**config.mk**
```make
export PLATFORM = sky130hd
export DESIGN_NAME = irq_select_unit
export DESIGN_NICKNAME = d
export VERILOG_FILES = /design/src/rtl/irq_sel_pkg.sv /design/src/rtl/irq_gate.sv /design/src/rtl/irq_lsb_pick.sv /design/src/rtl/irq_cause_stage.sv /design/src/rtl/irq_select_unit.sv
export SDC_FILE = /design/constraint.sdc
export NUM_CORES = 1
export LEC_CHECK = 0
export ABC_AREA = 1
export BUFFER_PORTS_ARGS = -buffer_cell sky130_fd_sc_hd__buf_2
export CORE_MARGIN = 5
export CORE_UTILIZATION = 39
export DETAILED_ROUTE_END_ITERATION = 10
export GPL_TIMING_DRIVEN = 0
export PLACE_DENSITY = 0.95
export SYNTH_ARGS = -nofsm -noshare
export SYNTH_HDL_FRONTEND = slang
export SYNTH_SLANG_ARGS = --single-unit
```
**constraint.sdc**
```tcl
create_clock -name clk -period 1 [get_ports clk]
set_input_delay 0.15 -clock clk [delete_from_list [all_inputs] [get_ports clk]]
set_output_delay 0.15 -clock clk [all_outputs]
set_load 0.005 [all_outputs]
```
**src/rtl/irq_sel_pkg.sv**
```systemverilog
package irq_sel_pkg;

  typedef enum logic [1:0] {
    PRIV_USER  = 2'd0,
    PRIV_SUPER = 2'd1,
    PRIV_RSVD  = 2'd2,
    PRIV_MACH  = 2'd3
  } priv_e;

  function automatic int idx_width(input int n);
    return (n > 1) ? $clog2(n) : 1;
  endfunction

endpackage

```
**src/rtl/irq_gate.sv**
```systemverilog
module irq_gate
  import irq_sel_pkg::*;
#(
  parameter int NSRC = 16
) (
  input  logic [NSRC-1:0] pend_i,
  input  logic [NSRC-1:0] en_i,
  input  logic [NSRC-1:0] deleg_i,
  input  priv_e           priv_i,
  input  logic            m_gie_i,
  input  logic            s_gie_i,
  output logic [NSRC-1:0] elig_o
);

  logic [NSRC-1:0] cand;
  logic            mach_open;
  logic            sup_open;

  always_comb begin
    cand      = pend_i & en_i;
    mach_open = (priv_i != PRIV_MACH) || m_gie_i;
    sup_open  = (priv_i == PRIV_USER) || ((priv_i == PRIV_SUPER) && s_gie_i);
  end

  for (genvar g = 0; g < NSRC; g++) begin : g_src
    always_comb begin
      if (deleg_i[g]) elig_o[g] = cand[g] & sup_open;
      else            elig_o[g] = cand[g] & mach_open;
    end
  end

endmodule

```
**src/rtl/irq_lsb_pick.sv**
```systemverilog
module irq_lsb_pick #(
  parameter int NSRC = 16,
  parameter int IW   = 4
) (
  input  logic [NSRC-1:0] req_i,
  output logic            valid_o,
  output logic [IW-1:0]   idx_o
);

  always_comb begin
    idx_o = '0;
    for (int i = NSRC - 1; i >= 0; i--) begin
      if (req_i[i]) idx_o = IW'(i);
    end
    valid_o = |req_i;
  end

endmodule

```
**src/rtl/irq_cause_stage.sv**
```systemverilog
module irq_cause_stage #(
  parameter int XLEN    = 32,
  parameter int IW      = 4,
  parameter bit REG_OUT = 1'b1
) (
  input  logic            clk,
  input  logic            rst_n,
  input  logic            valid_i,
  input  logic [IW-1:0]   idx_i,
  output logic            take_o,
  output logic [XLEN-1:0] cause_o
);

  localparam int PADW = XLEN - 1 - IW;

  logic [XLEN-1:0] cause_nxt;

  always_comb begin
    if (valid_i) cause_nxt = {1'b1, {PADW{1'b0}}, idx_i};
    else         cause_nxt = '0;
  end

  if (REG_OUT) begin : g_reg
    logic            take_q;
    logic [XLEN-1:0] cause_q;
    always_ff @(posedge clk or negedge rst_n) begin
      if (!rst_n) begin
        take_q  <= 1'b0;
        cause_q <= '0;
      end else begin
        take_q  <= valid_i;
        cause_q <= cause_nxt;
      end
    end
    assign take_o  = take_q;
    assign cause_o = cause_q;

    AST_REG_TAKE_HI: assert property (@(posedge clk) disable iff (!rst_n)
      valid_i |=> take_o);
    AST_REG_TAKE_LO: assert property (@(posedge clk) disable iff (!rst_n)
      !valid_i |=> !take_o);
  end else begin : g_comb
    assign take_o  = valid_i;
    assign cause_o = cause_nxt;
  end

endmodule

```
**src/rtl/irq_select_unit.sv**
```systemverilog
module irq_select_unit
  import irq_sel_pkg::*;
#(
  parameter int XLEN    = 32,
  parameter int NSRC    = 16,
  parameter bit REG_OUT = 1'b1
) (
  input  logic            clk,
  input  logic            rst_n,
  input  logic [NSRC-1:0] pend_i,
  input  logic [NSRC-1:0] en_i,
  input  logic [NSRC-1:0] deleg_i,
  input  logic [1:0]      priv_i,
  input  logic            m_gie_i,
  input  logic            s_gie_i,
  output logic            take_o,
  output logic [XLEN-1:0] cause_o
);

  localparam int IW = idx_width(NSRC);

  logic [NSRC-1:0] elig;
  logic            pick_valid;
  logic [IW-1:0]   pick_idx;
  priv_e           priv;

  assign priv = priv_e'(priv_i);

  irq_gate #(.NSRC(NSRC)) u_gate (
    .pend_i  (pend_i),
    .en_i    (en_i),
    .deleg_i (deleg_i),
    .priv_i  (priv),
    .m_gie_i (m_gie_i),
    .s_gie_i (s_gie_i),
    .elig_o  (elig)
  );

  irq_lsb_pick #(.NSRC(NSRC), .IW(IW)) u_pick (
    .req_i   (elig),
    .valid_o (pick_valid),
    .idx_o   (pick_idx)
  );

  irq_cause_stage #(.XLEN(XLEN), .IW(IW), .REG_OUT(REG_OUT)) u_stage (
    .clk     (clk),
    .rst_n   (rst_n),
    .valid_i (pick_valid),
    .idx_i   (pick_idx),
    .take_o  (take_o),
    .cause_o (cause_o)
  );

  AST_ELIG_SUBSET: assert property (@(posedge clk) disable iff (!rst_n)
    (elig & ~(pend_i & en_i)) == '0);
  AST_MACH_CLOSED: assert property (@(posedge clk) disable iff (!rst_n)
    (priv_i == 2'd3 && !m_gie_i) |-> (elig & ~deleg_i) == '0);
  AST_SUP_CLOSED: assert property (@(posedge clk) disable iff (!rst_n)
    (priv_i[1] || (priv_i == 2'd1 && !s_gie_i)) |-> (elig & deleg_i) == '0);
  AST_LOWEST_WINS: assert property (@(posedge clk) disable iff (!rst_n)
    pick_valid |-> (elig[pick_idx] && ((elig & ((NSRC'(1) << pick_idx) - NSRC'(1))) == '0)));
  AST_CAUSE_FORM: assert property (@(posedge clk) disable iff (!rst_n)
    take_o |-> (cause_o[XLEN-1] && cause_o[XLEN-2:IW] == '0));
  AST_IDLE_ZERO: assert property (@(posedge clk) disable iff (!rst_n)
    !take_o |-> cause_o == '0);

endmodule

```
== Word-level counts from Yosys, hierarchy flattened ==
Index checks and enable logic that the tools add are counted.

* Flip-flop bits (word level): 33
* Logic and storage cells: 75
* Memories: 0
* Bits of input ports: 54
* Bits in latches: 0
* ROM bits: 0
* Output and inout port bits: 33
* Bits in writable memories: 0

* Equal/unequal tests: 2
* Add/sub/neg operators: 0
* Reductions and logical operators: 5
* Multiply operators: 0
* Bitwise gates (word level): 33
* Shifts and indexed selects: 0
* Multiplexer cells: 33
* Order comparisons: 0
* Divide/modulo/power cells: 0

{| class="wikitable"
|+ Operators by type and width
! kind !! count
|-
| two-way mux 4 bit || 16
|-
| bitwise AND 1 bit || 32
|-
| two-way mux 32 bit || 1
|-
| bitwise AND 16 bit || 1
|-
| two-way mux 1 bit || 16
|-
| OR reduction 16 bit || 1
|-
| equality test 2 x 1 -> 1 bit (second input constant) || 1
|-
| logical NOT 2 bit || 1
|-
| logical OR 1 bit || 2
|-
| inequality test 2 bit (second input constant) || 1
|-
| logical AND 1 bit || 1
|}

== Depth between registers and ports, before layout ==
* Depth in word-level cells: 22
* Gate-level depth with buffers: 19
* Gate-level depth less buffers: 19

== Modules after synthesis ==
A second synthesis with hierarchy kept.

* Cells, all modules: 180
* Area, all modules: 994.7 um^2

{| class="wikitable"
|+ By module, submodules not included
! module !! cells an instance !! sequential area each (um^2) !! times used !! area an instance (um^2)
|-
| irq_gate || 89 || 0.0 || 1 || 416.6
|-
| irq_cause_stage || 42 || 125.1 || 1 || 369.1
|-
| irq_lsb_pick || 49 || 0.0 || 1 || 209.0
|}

== Worst setup path after synthesis ==
OpenSTA, ideal clock, no wires.

* Kind: input to register
* From: input port s_gie_i
* To: register u_stage.g_reg.cause_q[3], in the netlist u_stage.cause_o[3]
* Path slack: -0.322 ns
* Library setup time: 0.128 ns
* Path buffers: 1
* Required time: 0.872 ns
* Stages: 13
* Data arrival time: 1.194 ns
* Cells stage by stage: inv_1 > nand2_1 > nand2_2 > buf_4 > nand2_1 > o2111ai_2 > nand2_1 > nor2_2 > inv_1 > nor3_2 > nand3_2 > nand4_2 > nor3_1

* Elaborated cells on any way between the ends: 52
* Classes of those cells: mux: 33; bitwise: 16; reduce/logical: 3

{| class="wikitable"
|+ RTL lines
! what !! RTL line !! text
|-
| from (decl) || irq_select_unit.sv:15 || <nowiki>input logic s_gie_i,</nowiki>
|-
| logical AND 1 bit * || irq_gate.sv:22 || <nowiki>sup_open = (priv_i == PRIV_USER) || ((priv_i == PRIV_SUPER) && s_gie_i);</nowiki>
|-
| logical OR 1 bit * || irq_gate.sv:22 ||
|-
| bitwise AND 1 bit || irq_gate.sv:27 || <nowiki>if (deleg_i[g]) elig_o[g] = cand[g] & sup_open;</nowiki>
|-
| two-way mux 1 bit || irq_gate.sv:27 ||
|-
| OR reduction 16 bit * || irq_lsb_pick.sv:15 || <nowiki>valid_o = |req_i;</nowiki>
|-
| via pick_valid || irq_select_unit.sv:23 || <nowiki>logic pick_valid;</nowiki>
|-
| two-way mux 32 bit * || irq_cause_stage.sv:19 || <nowiki>if (valid_i) cause_nxt = {1'b1, {PADW{1'b0}}, idx_i};</nowiki>
|-
| via u_stage.cause_nxt[3] || irq_cause_stage.sv:16 || <nowiki>logic [XLEN-1:0] cause_nxt;</nowiki>
|-
| to (signal assigned) || irq_cause_stage.sv:32 || <nowiki>cause_q <= cause_nxt;</nowiki>
|-
| to (decl) || irq_cause_stage.sv:25 || <nowiki>logic [XLEN-1:0] cause_q;</nowiki>
|}

Mark *: on every way through the listed nets, which the timed path passes. The rest lies on a longest branch.

== Worst setup path in the final report ==
* From: input port priv_i[0]
* To: register u_stage.g_reg.cause_q[0], in the netlist u_stage.cause_o[0]

* Word-level cells in the longest chain between the ends: 22
* Elaborated cells on any way between the ends: 72
* Classes of those cells: eq/ne: 2; mux: 33; bitwise: 32; reduce/logical: 5

{| class="wikitable"
|+ Ends and longest elaborated chain
! what !! RTL line !! text
|-
| from (decl) || irq_select_unit.sv:13 || <nowiki>input logic [1:0] priv_i,</nowiki>
|-
| equality test 2 x 1 -> 1 bit || irq_gate.sv:22 ||
|-
| logical AND 1 bit || irq_gate.sv:22 ||
|-
| logical OR 1 bit || irq_gate.sv:22 ||
|-
| bitwise AND 1 bit || irq_gate.sv:27 ||
|-
| two-way mux 1 bit || irq_gate.sv:27 ||
|-
| two-way mux 4 bit (16 in a row) || irq_lsb_pick.sv:13 || <nowiki>if (req_i[i]) idx_o = IW'(i);</nowiki>
|-
| two-way mux 32 bit * || irq_cause_stage.sv:19 ||
|-
| via u_stage.cause_nxt[0] || irq_cause_stage.sv:16 ||
|}

Marks and branches as above.

==> results.toml <==
[pwr]
power.leakage_nw = 0.918
power_density_nw_per_um2 = 700
irDropWorstVdd_mv = 0.475
power_mw = 1.11

[critical_path]
criticalPathCategory = "input pin to flop"
critPathMaxFanout = 7
required_ns = 1.12
arrival_ns = 1.47
endpoint_kind = "flop"
worstSetupStartpointType = "input pin"

[floorplanning]
die_w_um = 57.5
core_um2 = 2190
initial_core_util_pct = 40.1
die_y_um = 57.5
io_pins = 87
num_rows = 17
die_area_um2 = 3310

[logic_synthesis]
synth_top_area_share_pct = 24.8
yosysMostFrequentCell = "nand2_1"
synth_common_cells = "nand2_1, buf_4, inv_1"
synth_seq_cells = 5
synthTopCellsByArea = "buf_4, nand2_1, dfrtp_1"
netlist_instances = 133
async_flop_share_pct = 100
yosysWarnings = 0
synth_cell_types = 26
syn_area_per_cell_um2 = 6.61
ys_dominant_reg_cell = "dfrtp_1"
synth_edf_count = 0
yosys.area.top_type = "buf_4"
synth.cell_area_um2 = 880
ys_seq_area_share_pct = 14.2

[sta]
rsz0062_at_grt = "yes"
drv_slew = 0
hold_viol = 0
setup_slack_ns = -0.356
fin_crit_sh_pct = 136
setup_viol = 5
fmax_mhz = 738
period_needed_ns = 1.36

[route]
drtPass1Iterations = 4
drtIter0Drc = 10
wirelength_um = 2780
post_drt_via_cell_ratio = 4.35
wl_per_cell_um = 10.7
vias = 1126
ant_nets = 0
drc = 0

[layout]
area_delta_synth_final_pct = 81.1
n_antenna_cell = 0
drive_gt1_share_pct = 57.6
largest_reg_flops = 5
nNetsFinal = 286

[place]
dp_slack_ns = -0.647
dp_hpwl_um = 2160
port_buffers = 59
gp_congestion = 0.763

[clocking]
clock_path_buffers = 2
clkSinkCount = 5
cts_tree = "yes"
clockRootBuffer = "clkbuf_4"
numCtsBuffers = 3
cts.htree.levels = 1
clkTransAtPathRegs_ns = 0.04

[worst_hold_path]
holdCritPathClass = "input pin to asynchronous set/reset pin"

[run_status]
violations = "setup timing"
outcome = "finished with violations"

[global_routing]
grt_pass1_vias = 1029
antenna_found_initial = 0
grt_remaining_overflow = 0
grt_usage_pct = 14.3
grt_pass1_wl_um = 3900
grt_max_degree = 8

[flow_run]
drv_cap = 0
## path summary, 6_finish.rpt
check	start	end	slack, ns	depth (start not counted)
hold / removal	rst_n	u_stage.cause_o[1]	0.25	2
max in group asynchronous	rst_n	u_stage.cause_o[31]	0.62	2
min in group clk	pend_i[1]	u_stage.cause_o[0]	0.25	3
setup / recovery	priv_i[0]	u_stage.cause_o[0]	-0.36	16
## per-stage QoR
step / cell area (um^2) / TNS [ns] / util, % / hold WS (ns) / std cells
finish: 1590 / -1.55 / 72.7 / 0.247 / 259
detailed placement: 1330 / -2.98 / 60.8 / -0.0382 / 246
global placement: 1330 / -2.86 / 60.8 / -0.0391 / 246
CTS: 1470 / -1.42 / 67.2 / 0.260 / 257
global route: 1590 / -2.14 / 72.7 / 0.255 / 259
floorplan: 1000 / -1.25 / - / -0.146 / 159
## where the power goes
group	internal [mW]	switching (mW)	leakage, nW
Sequential	0.230	0.00547	0.0593
Combinational	0.333	0.322	0.843
Clock	0.150	0.0739	0.0150
Total	0.713	0.401	0.918
## logic make-up (layout without fill, tap and decap cells)
logic type / count (synthesis) / count (layout) / synth area share, %
other: 1 / 27 / 0.426
flip-flops: 5 / 5 / 14.2
AO/OA/AOI/OAI: 18 / 18 / 17.5
AND/OR/NAND/NOR: 65 / 65 / 36.4
buffers and inverters: 44 / 116 / 31.4
## layer usage
metal | up-vias | routed length (um) | GRT usage [%]
met4 | 0 | 9 | 4.97
met3 | 4 | 246 | 2.49
met5 | - | 0 | 0
met1 | 489 | 983 | 15.3
li1 | 583 | - | -
met2 | 50 | 1540 | 27.4
## cell type report
cell class	count	area, um^2
multi-input cells	110	731
fillers	166	598
repair buffers	68	392
plain buffers	28	214
flip-flops and latches	5	125
inverters	15	63.8
well taps	28	35.0
clock buffers	4	26.3
repair inverters	1	6.26
## timing repair
action,CTS,global route
endpoints found under the hold margin,5,0
buffers inserted,5,3
setup endpoints to repair,5,6
gates resized for setup,11,24
pin swaps,5,11
hold buffers,1,0
cloned,1,0
## cell usage in the layout (no fill, tap or decap), drive strengths merged, types with 2 or more instances in the layout
master / count
buf: 95
nand2: 46
conb: 27
inv: 16
o2111ai: 8
nand4: 6
nor2: 6
dfrtp: 5
a21oi: 4
clkbuf: 4
nor3: 2
nand3: 2
o21ai: 2
## worst max-delay path, stage by stage
cell and delay [ns]:
buf_8 0.09, nand2_8 0.05, nor2_8 0.19, inv_4 0.07, o211ai_1 0.27, nand2_1 0.10, nand2_1 0.07, nand2_1 0.05
nand2_1 0.05, nand2_1 0.05, nand2_1 0.06, nand2_1 0.05, nand2_1 0.05, nand2_1 0.05, nand2_1 0.08, a21oi_2 0.05
No activity file was read; power rests on OpenSTA's default activity.
